### config.mk
export PLATFORM = sky130hd
export DESIGN_NAME = hs_power_seq
export DESIGN_NICKNAME = d
export VERILOG_FILES = /design/src/rtl/hs_seq_pkg.sv /design/src/rtl/hs_sync.sv /design/src/rtl/hs_hold_timer.sv /design/src/rtl/hs_breaker.sv /design/src/rtl/hs_pg_supervisor.sv /design/src/rtl/hs_seq_fsm.sv /design/src/rtl/hs_power_seq.sv
export SDC_FILE = /design/constraint.sdc
export NUM_CORES = 1
export LEC_CHECK = 0
export BUFFER_PORTS_ARGS = -buffer_cell sky130_fd_sc_hd__buf_2
export CAP_MARGIN = 20
export CORE_MARGIN = 3
export CORE_UTILIZATION = 45
export DETAILED_ROUTE_END_ITERATION = 8
export PLACE_DENSITY = 0.64
export SLEW_MARGIN = 25
export SYNTH_ARGS = -nofsm -noshare
export SYNTH_HDL_FRONTEND = slang
export SYNTH_SLANG_ARGS = --single-unit
### constraint.sdc
create_clock -name clk -period 1.8 [get_ports clk]
set_clock_uncertainty 0.05 [all_clocks]
set_input_delay 0.45 -clock clk [delete_from_list [all_inputs] [get_ports clk]]
set_output_delay 0.45 -clock clk [all_outputs]
set_load 0.01 [all_outputs]
### src/rtl/hs_seq_pkg.sv
package hs_seq_pkg;

    typedef enum logic [2:0] {
        ST_IDLE      = 3'd0,
        ST_QUALIFY   = 3'd1,
        ST_RAMP      = 3'd2,
        ST_ON        = 3'd3,
        ST_DISCHARGE = 3'd4
    } seq_state_e;

    // Synchronized view of every asynchronous input.
    typedef struct packed {
        logic con_a_n;
        logic con_b_n;
        logic mrst_n;
        logic uv_lo;
        logic uv_hi;
        logic lo_ok;
        logic lo_dis;
        logic hi_dis;
        logic oc_lo;
        logic oc_hi;
    } raw_flags_t;

    localparam int FLAG_W = $bits(raw_flags_t);

    // Synchronizer contents after reset: card absent, supplies low, rails empty.
    localparam raw_flags_t FLAGS_SAFE = '{
        con_a_n: 1'b1, con_b_n: 1'b1, mrst_n: 1'b1,
        uv_lo: 1'b1, uv_hi: 1'b1, lo_ok: 1'b0,
        lo_dis: 1'b1, hi_dis: 1'b1, oc_lo: 1'b0, oc_hi: 1'b0
    };

    // Conditions the sequencer acts on.
    typedef struct packed {
        logic inserted;
        logic hard_off;
        logic fault;
        logic uv_any;
        logic con_any_hi;
        logic mrst_low;
        logic dis_both;
        logic pg;
    } seq_cond_t;

    function automatic int unsigned us_to_cycles(int unsigned clk_hz, int unsigned us);
        longint unsigned c;
        c = longint'(clk_hz) * longint'(us) / 64'd1_000_000;
        if (c < 64'd1) c = 64'd1;
        return c[31:0];
    endfunction

    function automatic int unsigned cnt_width(int unsigned lim);
        return (lim < 2) ? 1 : $clog2(lim + 1);
    endfunction

endpackage

### src/rtl/hs_sync.sv
module hs_sync #(
    parameter int              W       = 1,
    parameter int              STAGES  = 2,
    parameter logic [W-1:0]    RST_VAL = '0
) (
    input  logic         clk,
    input  logic         rst,
    input  logic [W-1:0] d,
    output logic [W-1:0] q
);
    logic [W-1:0] stg [STAGES];

    genvar i;
    generate
        for (i = 0; i < STAGES; i++) begin : g_stage
            if (i == 0) begin : g_first
                always_ff @(posedge clk) begin
                    if (rst) stg[0] <= RST_VAL;
                    else     stg[0] <= d;
                end
            end else begin : g_next
                always_ff @(posedge clk) begin
                    if (rst) stg[i] <= RST_VAL;
                    else     stg[i] <= stg[i-1];
                end
            end
        end
    endgenerate

    assign q = stg[STAGES-1];
endmodule

### src/rtl/hs_hold_timer.sv
// Saturating counter: done once level has held for LIMIT consecutive cycles.
module hs_hold_timer
    import hs_seq_pkg::*;
#(
    parameter int unsigned LIMIT = 20
) (
    input  logic clk,
    input  logic rst,
    input  logic level,
    output logic done
);
    localparam int CW = cnt_width(LIMIT);
    localparam logic [CW-1:0] LIM_V = CW'(LIMIT);

    logic [CW-1:0] cnt;

    always_ff @(posedge clk) begin
        if (rst || !level) cnt <= '0;
        else if (cnt != LIM_V) cnt <= cnt + 1'b1;
    end

    assign done = (cnt == LIM_V);

    // a completed hold always follows an unbroken level
    p_done_after_level_r1: assert property (@(posedge clk) disable iff (rst)
        done |-> $past(level));
endmodule

### src/rtl/hs_breaker.sv
// Overcurrent breaker latch; the manual reset request is its only clear.
module hs_breaker (
    input  logic clk,
    input  logic rst,
    input  logic oc_any,
    input  logic clear_req,
    output logic fault
);
    always_ff @(posedge clk) begin
        if (rst)            fault <= 1'b0;
        else if (clear_req) fault <= 1'b0;
        else if (oc_any)    fault <= 1'b1;
    end

    p_trip_r4: assert property (@(posedge clk) disable iff (rst)
        (oc_any && !clear_req) |=> fault);
    p_hold_r4: assert property (@(posedge clk) disable iff (rst)
        (fault && !clear_req) |=> fault);
    p_clear_r4: assert property (@(posedge clk) disable iff (rst)
        clear_req |=> !fault);
endmodule

### src/rtl/hs_pg_supervisor.sv
// Delayed power-good term of the supervisory reset (asymmetric timing).
module hs_pg_supervisor
    import hs_seq_pkg::*;
#(
    parameter int unsigned REL = 30,
    parameter int unsigned ASR = 4
) (
    input  logic clk,
    input  logic rst,
    input  logic pg,
    output logic pg_hold
);
    localparam int unsigned BIG = (REL > ASR) ? REL : ASR;
    localparam int CW = cnt_width(BIG);
    localparam logic [CW-1:0] REL_END = CW'(REL - 1);
    localparam logic [CW-1:0] ASR_END = CW'(ASR - 1);

    logic [CW-1:0] cnt;

    always_ff @(posedge clk) begin
        if (rst) begin
            pg_hold <= 1'b1;
            cnt     <= '0;
        end else if (pg_hold) begin
            if (!pg)                 cnt <= '0;
            else if (cnt == REL_END) begin
                pg_hold <= 1'b0;
                cnt     <= '0;
            end else                 cnt <= cnt + 1'b1;
        end else begin
            if (pg)                  cnt <= '0;
            else if (cnt == ASR_END) begin
                pg_hold <= 1'b1;
                cnt     <= '0;
            end else                 cnt <= cnt + 1'b1;
        end
    end

    p_release_on_good_r7: assert property (@(posedge clk) disable iff (rst)
        $fell(pg_hold) |-> $past(pg));
    p_assert_on_loss_r7: assert property (@(posedge clk) disable iff (rst)
        $rose(pg_hold) |-> !$past(pg));
endmodule

### src/rtl/hs_seq_fsm.sv
module hs_seq_fsm
    import hs_seq_pkg::*;
(
    input  logic       clk,
    input  logic       rst,
    input  seq_cond_t  c,
    output seq_state_e state,
    output logic       rail_en
);
    seq_state_e nxt;
    logic       abort, may_start;

    always_comb begin
        abort     = c.con_any_hi | c.fault | c.hard_off | c.uv_any;
        may_start = c.inserted & ~c.mrst_low & ~c.fault & ~c.uv_any & c.dis_both;
        nxt       = state;
        unique case (state)
            ST_IDLE:      if (!c.con_any_hi) nxt = ST_QUALIFY;
            ST_QUALIFY:   if (c.con_any_hi)  nxt = ST_IDLE;
                          else if (may_start) nxt = ST_RAMP;
            ST_RAMP:      if (abort)         nxt = ST_DISCHARGE;
                          else if (c.pg)     nxt = ST_ON;
            ST_ON:        if (abort)         nxt = ST_DISCHARGE;
            ST_DISCHARGE: if (c.dis_both && !c.mrst_low) nxt = ST_IDLE;
            default:                         nxt = ST_DISCHARGE;
        endcase
    end

    always_ff @(posedge clk) begin
        if (rst) state <= ST_IDLE;
        else     state <= nxt;
    end

    assign rail_en = (state == ST_RAMP) || (state == ST_ON);

    p_start_qualified_r1: assert property (@(posedge clk) disable iff (rst)
        $rose(rail_en) |-> $past(c.inserted));
    p_hard_off_r2: assert property (@(posedge clk) disable iff (rst)
        c.hard_off |=> !rail_en);
    p_start_conditions_r3: assert property (@(posedge clk) disable iff (rst)
        $rose(rail_en) |-> $past(c.dis_both && !c.mrst_low));
    p_fault_kills_rail_r4: assert property (@(posedge clk) disable iff (rst)
        c.fault |=> !rail_en);
    p_enter_from_qualify_r9: assert property (@(posedge clk) disable iff (rst)
        $rose(rail_en) |-> $past(state) == ST_QUALIFY);
    p_uv_blocks_r10: assert property (@(posedge clk) disable iff (rst)
        c.uv_any |=> !rail_en);
endmodule

### src/rtl/hs_power_seq.sv
module hs_power_seq
    import hs_seq_pkg::*;
#(
    parameter int unsigned CLK_HZ  = 50_000_000,
    parameter int unsigned QUAL_US = 20_000,
    parameter int unsigned MRST_US = 20_000,
    parameter int unsigned REL_US  = 200_000,
    parameter int unsigned ASR_US  = 32,
    parameter int          SYNC_STAGES = 2
) (
    input  logic clk,
    input  logic rst,
    input  logic con_a_n,
    input  logic con_b_n,
    input  logic mrst_n,
    input  logic uv_lo,
    input  logic uv_hi,
    input  logic lo_rail_ok,
    input  logic lo_dis,
    input  logic hi_dis,
    input  logic oc_lo,
    input  logic oc_hi,
    output logic rail_en,
    output logic bus_iso,
    output logic pwr_good,
    output logic fault,
    output logic sup_reset
);
    localparam int unsigned QUAL_CYC = us_to_cycles(CLK_HZ, QUAL_US);
    localparam int unsigned MRST_CYC = us_to_cycles(CLK_HZ, MRST_US);
    localparam int unsigned REL_CYC  = us_to_cycles(CLK_HZ, REL_US);
    localparam int unsigned ASR_CYC  = us_to_cycles(CLK_HZ, ASR_US);

    raw_flags_t raw_in, f;
    seq_cond_t  cond;
    seq_state_e state;
    logic       inserted, hard_off, pg_hold;

    assign raw_in = '{
        con_a_n: con_a_n, con_b_n: con_b_n, mrst_n: mrst_n,
        uv_lo: uv_lo, uv_hi: uv_hi, lo_ok: lo_rail_ok,
        lo_dis: lo_dis, hi_dis: hi_dis, oc_lo: oc_lo, oc_hi: oc_hi
    };

    hs_sync #(.W(FLAG_W), .STAGES(SYNC_STAGES), .RST_VAL(FLAGS_SAFE)) u_sync (
        .clk(clk), .rst(rst), .d(raw_in), .q(f)
    );

    hs_hold_timer #(.LIMIT(QUAL_CYC)) u_qual (
        .clk(clk), .rst(rst), .level(~f.con_a_n & ~f.con_b_n), .done(inserted)
    );

    hs_hold_timer #(.LIMIT(MRST_CYC)) u_mrst (
        .clk(clk), .rst(rst), .level(~f.mrst_n), .done(hard_off)
    );

    hs_breaker u_brk (
        .clk(clk), .rst(rst), .oc_any(f.oc_lo | f.oc_hi),
        .clear_req(~f.mrst_n), .fault(fault)
    );

    hs_pg_supervisor #(.REL(REL_CYC), .ASR(ASR_CYC)) u_pg (
        .clk(clk), .rst(rst), .pg(f.lo_ok), .pg_hold(pg_hold)
    );

    always_comb begin
        cond.inserted   = inserted;
        cond.hard_off   = hard_off;
        cond.fault      = fault;
        cond.uv_any     = f.uv_lo | f.uv_hi;
        cond.con_any_hi = f.con_a_n | f.con_b_n;
        cond.mrst_low   = ~f.mrst_n;
        cond.dis_both   = f.lo_dis & f.hi_dis;
        cond.pg         = f.lo_ok;
    end

    hs_seq_fsm u_fsm (
        .clk(clk), .rst(rst), .c(cond), .state(state), .rail_en(rail_en)
    );

    assign pwr_good  = f.lo_ok;
    assign sup_reset = cond.con_any_hi | cond.mrst_low | cond.uv_any | fault | pg_hold;
    assign bus_iso   = ~((state == ST_ON) & ~sup_reset);

    p_bus_open_needs_rail_r8: assert property (@(posedge clk) disable iff (rst)
        !bus_iso |-> rail_en && !fault);
    p_fault_holds_reset_r5: assert property (@(posedge clk) disable iff (rst)
        fault |-> sup_reset && bus_iso);
endmodule

* Word level (Yosys, flattened, before mapping)
Memories as Yosys holds them, arrays and structs flattened.
Index checks and enable logic that the tools add are counted.
** Storage, ports and cells
- Register bits :: 69
- Input port bits :: 12
- Memories kept :: 1
- Memory bits (writable) :: 20
** Cells by class
- Bitwise operators :: 26
- Reduce and logical (&&, ||, !) cells :: 8
- $add $sub $neg :: 3
- Equality and inequality tests :: 15
- Mux-type cells :: 23
** Memories
- u_sync.stg :: words 2, width 10, rd ports 2, clocked after memory_dff 0, write ports 2, RTL line hs_sync.sv:11 : logic [W-1:0] stg [STAGES];
** Operators with widths (count)
- 24-bit 2-to-1 mux :: 5
- 20-bit by 1-bit adder with 20-bit output (second input constant) :: 2
- 20-bit == test (second input constant) :: 2
- 20-bit inequality test (second input constant) :: 2
- 24-bit by 1-bit adder with 24-bit output (second input constant) :: 1
- 24-bit by 11-bit == test with 1-bit output (second input constant) :: 1
- 24-bit == test (second input constant) :: 1
- 3-bit 2-to-1 mux :: 7
- 10-bit 2-to-1 mux :: 2
- 3-bit case mux with 5 select lines :: 1
- 1-bit bitwise OR :: 12
- 1-bit 2-to-1 mux :: 8
- 1-bit bitwise AND :: 7
- 1-bit inverter :: 7
- 3-bit by 2-bit == test with 1-bit output (second input constant) :: 2
- 3-bit by 2-bit inequality test with 1-bit output (second input constant) :: 2
- 5-bit AND reduction :: 1
- 2-bit by 1-bit inequality test with 1-bit output (second input constant) :: 2
- 3-bit by 1-bit == test with 1-bit output (second input constant) :: 1
- 3-bit == test (second input constant) :: 1
- 3-bit zero test :: 1
- 1-bit logical OR :: 3
- 2-bit inequality test (second input constant) :: 1
- 2-bit OR reduction :: 1
- other kinds (2) :: 2

* Depth between registers and ports, before layout
Gate-level depths: netlist of the first run.
- Depth in word-level cells :: 8
- Gate-level depth with buffers :: 8
- Depth with buffers taken out :: 7

* Cells and area by module
From an unflattened synthesis of the first run, not the netlist that was laid out.
** Unflattened totals
- Cell total of the unflattened synthesis :: 461
- Area total of the unflattened synthesis :: 4141.5 um^2
** Modules (own cells, without submodules)
- hs_hold_timer :: area each 1011.0 um^2, cells each 117, instances 2, seq. area each 400.4 um^2
- hs_pg_supervisor :: area each 1278.7 um^2, cells each 146, instances 1, seq. area each 500.5 um^2
- hs_sync :: area each 548.0 um^2, cells each 42, instances 1, seq. area each 400.4 um^2
- hs_seq_fsm :: area each 192.7 um^2, cells each 25, instances 1, seq. area each 60.1 um^2
- hs_power_seq :: area each 66.3 um^2, cells each 11, instances 1, seq. area each 0.0 um^2
- hs_breaker :: area each 33.8 um^2, cells each 3, instances 1, seq. area each 20.0 um^2

* Worst setup path before layout of the first run
Ideal clock, no wire load.
- Path kind :: register to register
- Start :: register u_pg.cnt[0]
- End :: register u_pg.cnt[16]
- Arrival :: 1684 ps
- Library setup time :: 115 ps
- Period minus slack after synthesis :: 1848 ps
- Cell stages (with the launch flop) :: 9
- Setup slack :: -48 ps
- Cell sequence :: dfxtp_1 -> ha_1 -> and4_1 -> buf_2 -> nand2_1 -> and4b_1 -> a2bb2oi_2 -> buf_4 -> nor2_1
** On the way
- Cells in the longest elaborated chain, start to end :: 4
** RTL lines
- start, declared :: RTL line hs_pg_supervisor.sv:18 : logic [CW-1:0] cnt;
- start signal, assigned :: RTL line hs_pg_supervisor.sv:29 : end else cnt <= cnt + 1'b1;
- start signal, assigned :: RTL line hs_pg_supervisor.sv:35 : end else cnt <= cnt + 1'b1;
- 24-bit by 1-bit adder with 24-bit output (tied with other cells) :: RTL line hs_pg_supervisor.sv:29, hs_pg_supervisor.sv:35
- 24-bit 2-to-1 mux (on tied branches) :: RTL line hs_pg_supervisor.sv:32, hs_pg_supervisor.sv:26
- 24-bit 2-to-1 mux (on tied branches) :: RTL line hs_pg_supervisor.sv:31, hs_pg_supervisor.sv:25
- 24-bit 2-to-1 mux (*) :: RTL line hs_pg_supervisor.sv:24 : end else if (pg_hold) begin
Mark *: on every way between the ends. The rest lies on a longest branch, timed or not.
A chain may end at the register's enable or synchronous reset.

==> impl_metrics.yaml, run 1 <==
run_status:
  outcome: "finished, violations left"
  violations: "negative setup slack"
synthesis:
  mappedNetlistNets: 438
  yosys_warnings: 0
  syn_inst: 421
  ys.flop_type: "dfxtp_1"
  ys_seq_area_frac: 0.4677
  async_reset_ff_frac: 0
  synth-seq-cells: 89
  postSynthAreaPerCell_um2: 9.050
  synth_edf_count: 0
  syn_area_mm2: 0.003810
  synth.distinct_cells: 42
floorplanning:
  row_count: 32
  chipHeight_um: 98.02
  die_area_mm2: 0.009607
  start_util: 0.4782
  core_area_mm2: 0.007968
  ioPinCount: 17
  chipWidth_um: 98.02
route:
  drt-pass1-iter-count: 4
  vias: 2965
  wl_um: 7252
  postRouteAntennaNets: 0
  drt_iter0_drc: 71
  wl_per_cell_um: 12.59
  vias_per_cell: 5.148
  drc: 0
flow_run:
  max_cap_viol_count: 0
final_layout:
  fin_cells: 576
  multiInputGateArea_mm2: 0.002096
  design_area_mm2: 0.004668
  antenna_cells: 0
  seq_area_mm2: 0.001803
  fill_cells: 687
  nets: 486
  area_delta_synth_final_pct: 22.53
  drive_gt1_frac: 0.2764
timing:
  fmax_mhz: 478.3
  hold_viol_final: 0
  tns_ns: -0.5532
  setup_viol: 13
  fin_crit_ns: 2.091
  max-slew-margin-rel: 0.7476
  rsz0062_at_grt: "yes"
  timing.final.crit_share: 1.162
  tightest_slew_ns: 0.3785
  drv_slew: 0
  setup_slack_ns: -0.2909
pwr:
  power_leakage_nw: 1.579
  powerDensity_mw_per_mm2: 731.1
  ir_drop_v: 0.0004878
  finalPower_mw: 3.413
global_routing:
  grt_remaining_overflow: 0
  antenna_found_initial: 0
  grtUsageMet3: 0.04643
  grt_pass1_vias: 2714
  grt_busiest_layer: "met2"
  globalRouteMet2Util: 0.2408
  grt.total_usage: 0.1529
  grt_pass1_wl_um: 12130
  grt_max_degree: 21
  groute.layer.met1.usage: 0.1980
clock_tree:
  clk_pin_slew_ns: 0.10
  cts_hold_buf: 0
  cts_buffer_depth: 2
  clk_latency_ns: 0.36
  cts-buffers-inserted: 9
  cts_htree_levels: 3
  cts_sinks: 89
  cts_tree: "yes"
  clock-root-buffer: "clkbuf_8"
worst_setup_path:
  cp-start-kind: "register"
  crit_arrival_ns: 1.59
  crit_fanout: 2
  crit_required_ns: 1.30
  critPathCaptureType: "output pin"
  critPathKind: "register to output pin"
placement:
  hpwl_um: 4820
  gp_congestion: 0.7967
  place_inst: 555
  placed_area_mm2: 0.004220
  port-buffer-count: 16
  dp_slack_ns: -0.008208
hold_path:
  hold_path.class: "input port to register"
[cells by family after synthesis]
kind of cell / count (synthesis) / synth area share
fa+ha+maj: 5 / 0.01642
simple gates: 224 / 0.3245
buf+inv: 25 / 0.02758
xor+xnor: 53 / 0.1218
flops: 89 / 0.4677
compound gates: 23 / 0.03678
mux: 2 / 0.005255
[layer usage]
| layer | routed length (µm) | share of wire |
|---|---|---|
| met5 | 0 | 0 |
| met2 | 3422 | 0.47 |
| met4 | 58 | 0.0080 |
| met3 | 217 | 0.030 |
| met1 | 3553 | 0.49 |
[cell usage after synthesis (all sizes together), types with 3 or more instances]
master / instances / share of area
nand4: 17 / 0.030
nand3: 27 / 0.037
nand2b: 3 / 0.0049
nand2: 21 / 0.021
or2: 16 / 0.026
o21ai: 7 / 0.0092
nor2: 71 / 0.071
nor3b: 4 / 0.0079
nor4: 11 / 0.026
xor2: 31 / 0.071
or4: 5 / 0.011
nor3: 8 / 0.011
a21oi: 9 / 0.012
nor2b: 6 / 0.0099
clkbuf: 8 / 0.0079
and4: 9 / 0.021
xnor2: 22 / 0.051
or3: 8 / 0.013
and3: 7 / 0.011
ha: 5 / 0.016
buf: 5 / 0.0079
dfxtp: 89 / 0.47
inv: 12 / 0.012
[what timing repair did]
| item | 4_1_cts | 5_1_grt |
|---|---|---|
| gates cloned | 1 | 2 |
| endpoints found under the setup margin | 14 | 35 |
| buffers inserted | 2 | 2 |
| pin swaps | 2 | 15 |
| resized for setup | 8 | 44 |
[cell type report]
cell class / instances / share of cell area
tap: 102 / 0.02734
sequential: 89 / 0.3862
timing repair buffer: 50 / 0.08684
clock inverter: 7 / 0.01447
clock buffer: 9 / 0.02653
multi-input combinational: 307 / 0.4489
inverter: 12 / 0.009649
[cells in the final DEF (no fill, tap or decap), drive strengths merged]
cell / n
and2: 2
nor3: 8
nor2: 71
or3b: 2
clkinv: 1
a211oi: 1
xnor2: 22
nand2b: 3
o21ai: 7
dfxtp: 89
nor2b: 6
a2bb2oi: 1
nand3: 27
or4: 5
and4b: 2
nor4b: 1
ha: 5
a21oi: 9
o311ai: 1
xor2: 31
clkinvlp: 1
nor3b: 4
and4: 9
nor4bb: 2
or2: 16
nand2: 21
inv: 17
or3: 8
o21a: 1
nand4b: 2
and3: 7
nor4: 11
o31ai: 2
mux2i: 2
buf: 48
nand4: 17
a31oi: 1
clkbuf: 11
[per-stage QoR]
step	hold slack [ns]	util
final	0.2152	0.5859
after global routing	0.1914	0.5859
after CTS	0.1934	0.5625
after detailed placement	0.3433	0.5297
after global placement	0.3412	0.5297
after floorplan	0.3395	-
[worst paths after layout]
path | start | to | slack, ns | depth (start not counted)
setup / recovery | u_sync.stg[1][5] | bus_iso | -0.29 | 4
hold / removal | hi_dis | u_sync.stg[0][2] | 0.22 | 2
setup reg to reg | u_pg.cnt[1] | u_pg.cnt[19] | -0.04 | 7
hold reg to reg | u_sync.stg[0][6] | u_sync.stg[1][6] | 0.36 | 1
[state kept, by name, indices dropped and copies added (netlist names)]
name and flops:
u_brk.fault 1, u_pg.pg_hold 1, u_fsm.state 3, u_sync.stg 20, u_qual.cnt 20, u_mrst.cnt 20, u_pg.cnt 24
[report_power, final]
group / leakage, nW / switching, mW / internal, mW / total, mW
combinational: 0.755 / 0.0367 / 0.0406 / 0.0773
sequential: 0.728 / 0.0119 / 1.99 / 2.00
clock: 0.0962 / 0.791 / 0.543 / 1.33
total: 1.58 / 0.840 / 2.57 / 3.41
[critical path: stages (launching register included)]
cell and delay (ns):
dfxtp_2 0.34, nor3_4 0.19, nand4b_1 0.12, or4_1 0.42
buf_2 0.16
(Power assumes the default switching activity.)
==> inputs of run 2 (changes only) <==
--- a/config.mk
+++ b/config.mk
@@ -9,8 +9,10 @@
 export CAP_MARGIN = 20
 export CORE_MARGIN = 3
 export CORE_UTILIZATION = 45
+export CTS_BUF_LIST = sky130_fd_sc_hd__clkbuf_16
 export DETAILED_ROUTE_END_ITERATION = 8
 export PLACE_DENSITY = 0.64
+export REMOVE_ABC_BUFFERS = 1
 export SLEW_MARGIN = 25
 export SYNTH_ARGS = -nofsm -noshare
 export SYNTH_HDL_FRONTEND = slang
==> run 2 against run 1 <==
The run still ends with negative setup slack left. Hold slack better by 0.027 ns. Via count grew 0.91%. Worst setup slack improved by 0.042 ns. Largest cell class unchanged. Routed wire length rose by 5.1%. Non-clock buffer count shrank 3. Count of clock-buffer cells in the layout unchanged. Critical path depth is the same.
==> impl_metrics.yaml, run 2 (synthesis results as in run 1) <==
run_status:
  outcome: "finished, violations left"
  violations: "negative setup slack"
route:
  wl_um: 7625
  drt-pass1-iter-count: 4
  vias_per_cell: 5.222
  wl_per_cell_um: 13.31
  vias: 2992
  drc: 0
  drt_iter0_drc: 139
  postRouteAntennaNets: 0
final_layout:
  area_delta_synth_final_pct: 25.98
  final_util: 0.6024
  drive_gt1_frac: 0.2909
  nets: 483
  mostFrequentLayoutCell: "dfxtp_1"
  layout_common_cells: "77 x dfxtp_1, 50 x nor2_1, 31 x xor2_1, 27 x buf_4, 23 x nand3_1"
  antenna_cells: 0
  largest-register: "u_pg.cnt"
  largest_reg_flops: 24
global_routing:
  grt_pass1_vias: 2689
  grt.total_usage: 0.1526
  grt_pass1_wl_um: 12200
  grt_remaining_overflow: 0
  grt_max_degree: 24
  antenna_found_initial: 0
hold_path:
  hold_path.class: "input port to register"
worst_setup_path:
  critPathKind: "register to output pin"
  critPathBufInv: 1
  slowest_stage: "or4_1"
  crit_required_ns: 1.30
  critPathCaptureType: "output pin"
  crit_fanout: 2
  worstPathCellList: "nor3_4 > nand4b_1 > or4_1 > buf_2"
  max_stage_delay_ns: 0.41
  crit_arrival_ns: 1.55
  cp-start-kind: "register"
  cp_top_family: "simple AND/OR/NAND/NOR gates"
timing:
  setup_viol: 24
  setup_slack_ns: -0.2494
  hold_viol_final: 0
  fmax_mhz: 488.0
  tightest_slew_ns: 0.3963
  rsz0062_at_grt: "yes"
  drv_slew: 0
  max-slew-margin-rel: 0.7358
  timing.final.crit_share: 1.139
  fin_crit_ns: 2.049
clock_tree:
  cts_buffer_depth: 2
  cts-buffers-inserted: 9
  clk_latency_ns: 0.34
  cts_hold_buf: 0
  clk_pin_slew_ns: 0.07
  cts_sinks: 89
  cts_htree_levels: 3
  cts_tree: "yes"
  clock-root-buffer: "clkbuf_16"
floorplanning:
  chipHeight_um: 98.02
  chipWidth_um: 98.02
  core_area_mm2: 0.007968
  die_area_mm2: 0.009607
  start_util: 0.4782
  ioPinCount: 17
  row_count: 32
pwr:
  power_leakage_nw: 1.596
  ir_drop_v: 0.0005194
  finalPower_mw: 3.876
  powerDensity_mw_per_mm2: 807.7
placement:
  port-buffer-count: 16
  hpwl_um: 4914
  gp_congestion: 0.8437
flow_run:
  max_cap_viol_count: 0
==> run 2: area by class of cell <==
type / count / area (µm²)
clock buffers: 9 / 225.2
well taps: 102 / 127.6
fillers: 680 / 3168
multi-input cells: 307 / 2170
inverters: 12 / 45.04
clock inverters: 7 / 62.56
repair buffers: 47 / 370.4
flip-flops and latches: 89 / 1799
==> run 2: report_power, final <==
group	switching [mW]	internal [mW]	leakage (nW)
logic	0.0429	0.0422	0.724
registers	0.0123	1.99	0.727
clock network	0.821	0.967	0.144
==> run 2: through the flow <==
| step | cell area (µm²) | setup TNS [ns] | hold WS [ns] | instances | worst slack, ns |
|---|---|---|---|---|---|
| floorplan | 3750 | -6.166 | 0.3395 | 408 | -0.2732 |
| global placement | 4150 | 0 | 0.3432 | 550 | 0.01236 |
| detailed placement | 4150 | -0.6236 | 0.3456 | 550 | -0.03587 |
| CTS | 4474 | -0.2546 | 0.2325 | 567 | -0.2546 |
| global route | 4800 | -2.839 | 0.2317 | 573 | -0.3593 |
| finish | 4800 | -1.410 | 0.2425 | 573 | -0.2494 |
==> run 2: repair_timing <==
item | in CTS | in global routing
gates cloned | 0 | 3
setup buffers | 1 | 4
pin swaps | 2 | 32
endpoints found under the setup margin | 27 | 40
gates resized for setup | 6 | 64
==> run 2: per-layer routing <==
layer	vias up	GRT usage	wire length, µm
met5	-	0	0
met2	41	0.2241	3504
met1	1401	0.2130	3788
met3	8	0.04286	231
met4	0	0.05751	100
li1	1542	-	-
==> run 2: path summary, 6_finish.rpt <==
kind / startpoint / to / slack (ns) / cells past startpoint
worst min-delay path: hi_dis / u_sync.stg[0][2] / 0.24 / 2
worst max register to register: u_pg.cnt[14] / u_pg.cnt[12] / -0.08 / 6
worst max-delay path: u_sync.stg[1][5] / bus_iso / -0.25 / 4
worst min register to register: u_sync.stg[0][7] / u_sync.stg[1][7] / 0.36 / 1
==> run 2: worst reg2reg max path, delay by kind of cell, from the launching register on <==
| family | cells | cell delay, ns |
|---|---|---|
| and+or+nand+nor | 4 | 0.85 |
| buffers and inverters | 1 | 0.23 |
| AOI/OAI and AO/OA | 1 | 0.28 |
| DFF | 1 | 0.36 |
==> inputs of run 3 (changes only) <==
--- a/config.mk
+++ b/config.mk
@@ -8,12 +8,13 @@
 export BUFFER_PORTS_ARGS = -buffer_cell sky130_fd_sc_hd__buf_2
 export CAP_MARGIN = 20
 export CORE_MARGIN = 3
-export CORE_UTILIZATION = 45
+export CORE_UTILIZATION = 32
 export CTS_BUF_LIST = sky130_fd_sc_hd__clkbuf_16
 export DETAILED_ROUTE_END_ITERATION = 8
-export PLACE_DENSITY = 0.64
+export PLACE_DENSITY = 0.49
 export REMOVE_ABC_BUFFERS = 1
 export SLEW_MARGIN = 25
 export SYNTH_ARGS = -nofsm -noshare
 export SYNTH_HDL_FRONTEND = slang
+export SYNTH_HIERARCHICAL = 1
 export SYNTH_SLANG_ARGS = --single-unit
==> run 3 against run 2 <==
The flow still finishes with violations (negative setup slack). Synthesized cell count rose by 9.5%. Via count up 24%. Core utilization is 14 points lower.
==> impl_metrics.yaml, run 3 <==
final_layout:
  seq_area_mm2: 0.001815
  drive_gt1_frac: 0.3735
  final_util: 0.4636
  mostFrequentLayoutCell: "buf_4"
  multiInputGateArea_mm2: 0.002405
  area_delta_synth_final_pct: 37.82
  nets: 586
  largest-register: "u_pg/cnt"
  layout_common_cells: "86 x buf_4, 66 x dfxtp_1, 37 x nor2_1, 29 x nand3_1, 27 x a21oi_1"
  antenna_cells: 0
  largest_reg_flops: 24
  fill_cells: 1220
timing:
  drv_slew: 0
  hold_viol_final: 0
  setup_slack_ns: -0.1010
  setup_viol: 8
  tightest_slew_ns: 0.4857
  fmax_mhz: 526.0
  timing.final.crit_share: 1.056
  max-slew-margin-rel: 0.6732
  rsz0062_at_grt: "yes"
  fin_crit_ns: 1.901
placement:
  port-buffer-count: 16
  gp_congestion: 0.7741
  hpwl_um: 6651
  dp_slack_ns: -0.3644
global_routing:
  grt_pass1_vias: 3502
  grt.total_usage: 0.1362
  antenna_found_initial: 0
  grt_max_degree: 24
  grt_pass1_wl_um: 16190
  grt_remaining_overflow: 0
synthesis:
  synth_edf_count: 0
  syn_inst: 461
  synth-seq-cells: 89
  synth.distinct_cells: 57
  yosys_warnings: 6
  synth_area_leader_cell: "dfxtp_1"
  yosys-top-cells-count: "89 x dfxtp_1, 37 x nor2_1, 30 x nand3_1, 29 x a21oi_1"
  synthMostInstantiatedCell: "dfxtp_1"
  synth_top_area_frac: 0.4302
  async_reset_ff_frac: 0
  syn_area_mm2: 0.004141
  ys_seq_area_frac: 0.4302
  synth_area_leaders: "dfxtp_1 43%, xor2_1 4.0%, xnor2_1 3.8%"
  postSynthAreaPerCell_um2: 8.984
  ys.flop_type: "dfxtp_1"
route:
  wl_per_cell_um: 13.24
  postRouteAntennaNets: 0
  drt_iter0_drc: 236
  drc: 0
  drt-pass1-iter-count: 4
  wl_um: 9810
  vias_per_cell: 4.991
  vias: 3698
flow_run:
  max_cap_viol_count: 0
floorplanning:
  chipHeight_um: 119.8
  core_area_mm2: 0.01231
  chipWidth_um: 119.8
  ioPinCount: 17
  start_util: 0.3364
  row_count: 40
  die_area_mm2: 0.01434
run_status:
  violations: "negative setup slack"
  outcome: "finished, violations left"
clock_tree:
  cts_sinks: 89
  cts-buffers-inserted: 9
  cts_htree_levels: 3
  clock-root-buffer: "clkbuf_16"
  cts_buffer_depth: 2
  cts_tree: "yes"
  clk_pin_slew_ns: 0.06
  clk_latency_ns: 0.34
worst_setup_path:
  crit_fanout: 3
  crit_arrival_ns: 2.07
  crit_required_ns: 1.97
  critPathKind: "register to register"
  cp-start-kind: "register"
  critPathCaptureType: "register"
hold_path:
  hold_path.class: "input port to register"
pwr:
  powerDensity_mw_per_mm2: 668.6
  power_leakage_nw: 2.009
  ir_drop_v: 0.0004391
==> run 3: cell count changes in the layout (fill, tap and decap cells not counted), moves of 7 or more <==
cell     before  now
a21oi_1       9   27
buf_4        27   86
dfxtp_1      77   66
dfxtp_2      11   21
inv_1        12   19
nand2_1      21   14
nor2_1       50   37
nor2_4       14    0
or2_1         0   14
or2_2        16    1
xor2_1       31   19
==> run 3: power by group <==
group | total (mW) | switching [mW] | internal (mW)
logic | 0.0913 | 0.0433 | 0.0479
registers | 2.00 | 0.0101 | 1.99
clock network | 1.72 | 0.791 | 0.934
==> run 3: worst max-delay path: stages (launching register included) <==
cell and delay, ns:
dfxtp_1 0.32, inv_2 0.06, ha_1 0.13, or4b_4 0.49, nor4_4 0.21, nor3b_2 0.23
nor4b_1 0.08, a31oi_1 0.16, a311oi_1 0.06
==> run 3: through the flow <==
stage / total power [mW] / cell area (µm²) / hold slack, ns / setup TNS, ns / std cells
6_report: 3.817 / 5708 / 0.2333 / -0.2517 / 741
5_1_grt: 3.984 / 5708 / 0.2289 / -0.9908 / 741
4_1_cts: 3.882 / 5400 / 0.2163 / -0.3246 / 731
3_5_place_dp: 2.125 / 5044 / 0.3395 / -2.020 / 715
3_3_place_gp: 2.123 / 5044 / 0.3383 / -1.581 / 715
2_1_floorplan: 2.081 / 4050 / 0.3332 / -23.42 / 443
==> run 3: area by class of cell <==
| type | instances | share of cell area |
|---|---|---|
| repair buffers | 115 | 0.1631 |
| well taps | 168 | 0.03683 |
| multi-input cells | 334 | 0.4213 |
| flip-flops and latches | 89 | 0.3181 |
| inverters | 20 | 0.01315 |
| clock inverters | 6 | 0.008110 |
| clock buffers | 9 | 0.03946 |
==> run 3: repair_timing <==
action | 4_1_cts | 5_1_grt
buffers inserted | 1 | 6
cloned | 0 | 4
resized for setup | 22 | 53
pin swaps | 3 | 27
endpoints found under the setup margin | 32 | 38
hold buffers | 0 | 0
==> run 3: per-layer routing <==
metal  wire, µm  GRT usage  share of wire  up-vias
met3        329    0.02545          0.034       16
met5          0          0              0        -
met2       4532     0.2119           0.46       56
li1           -          -              -     1899
met4        201    0.05941          0.020        0
met1       4746     0.1841           0.48     1727
==> run 3: final timing paths <==
kind                    start               end  slack [ns]  depth (start not counted)
max             u_qual/cnt[0]    u_fsm/state[0]       -0.10                          8
min reg2reg  u_sync/stg[0][9]  u_sync/stg[1][9]        0.35                          1
min                    mrst_n  u_sync/stg[0][7]        0.23                          2
max reg2reg     u_qual/cnt[0]    u_fsm/state[0]       -0.10                          8
==> run 3: cells by family after synthesis <==
family,share of synthesized area
AOI/OAI and AO/OA,0.1154
xor gates and xnor gates,0.07825
DFF,0.4302
buffers and inverters,0.04018
and+or+nand+nor,0.3208
adders and majority gates,0.01511
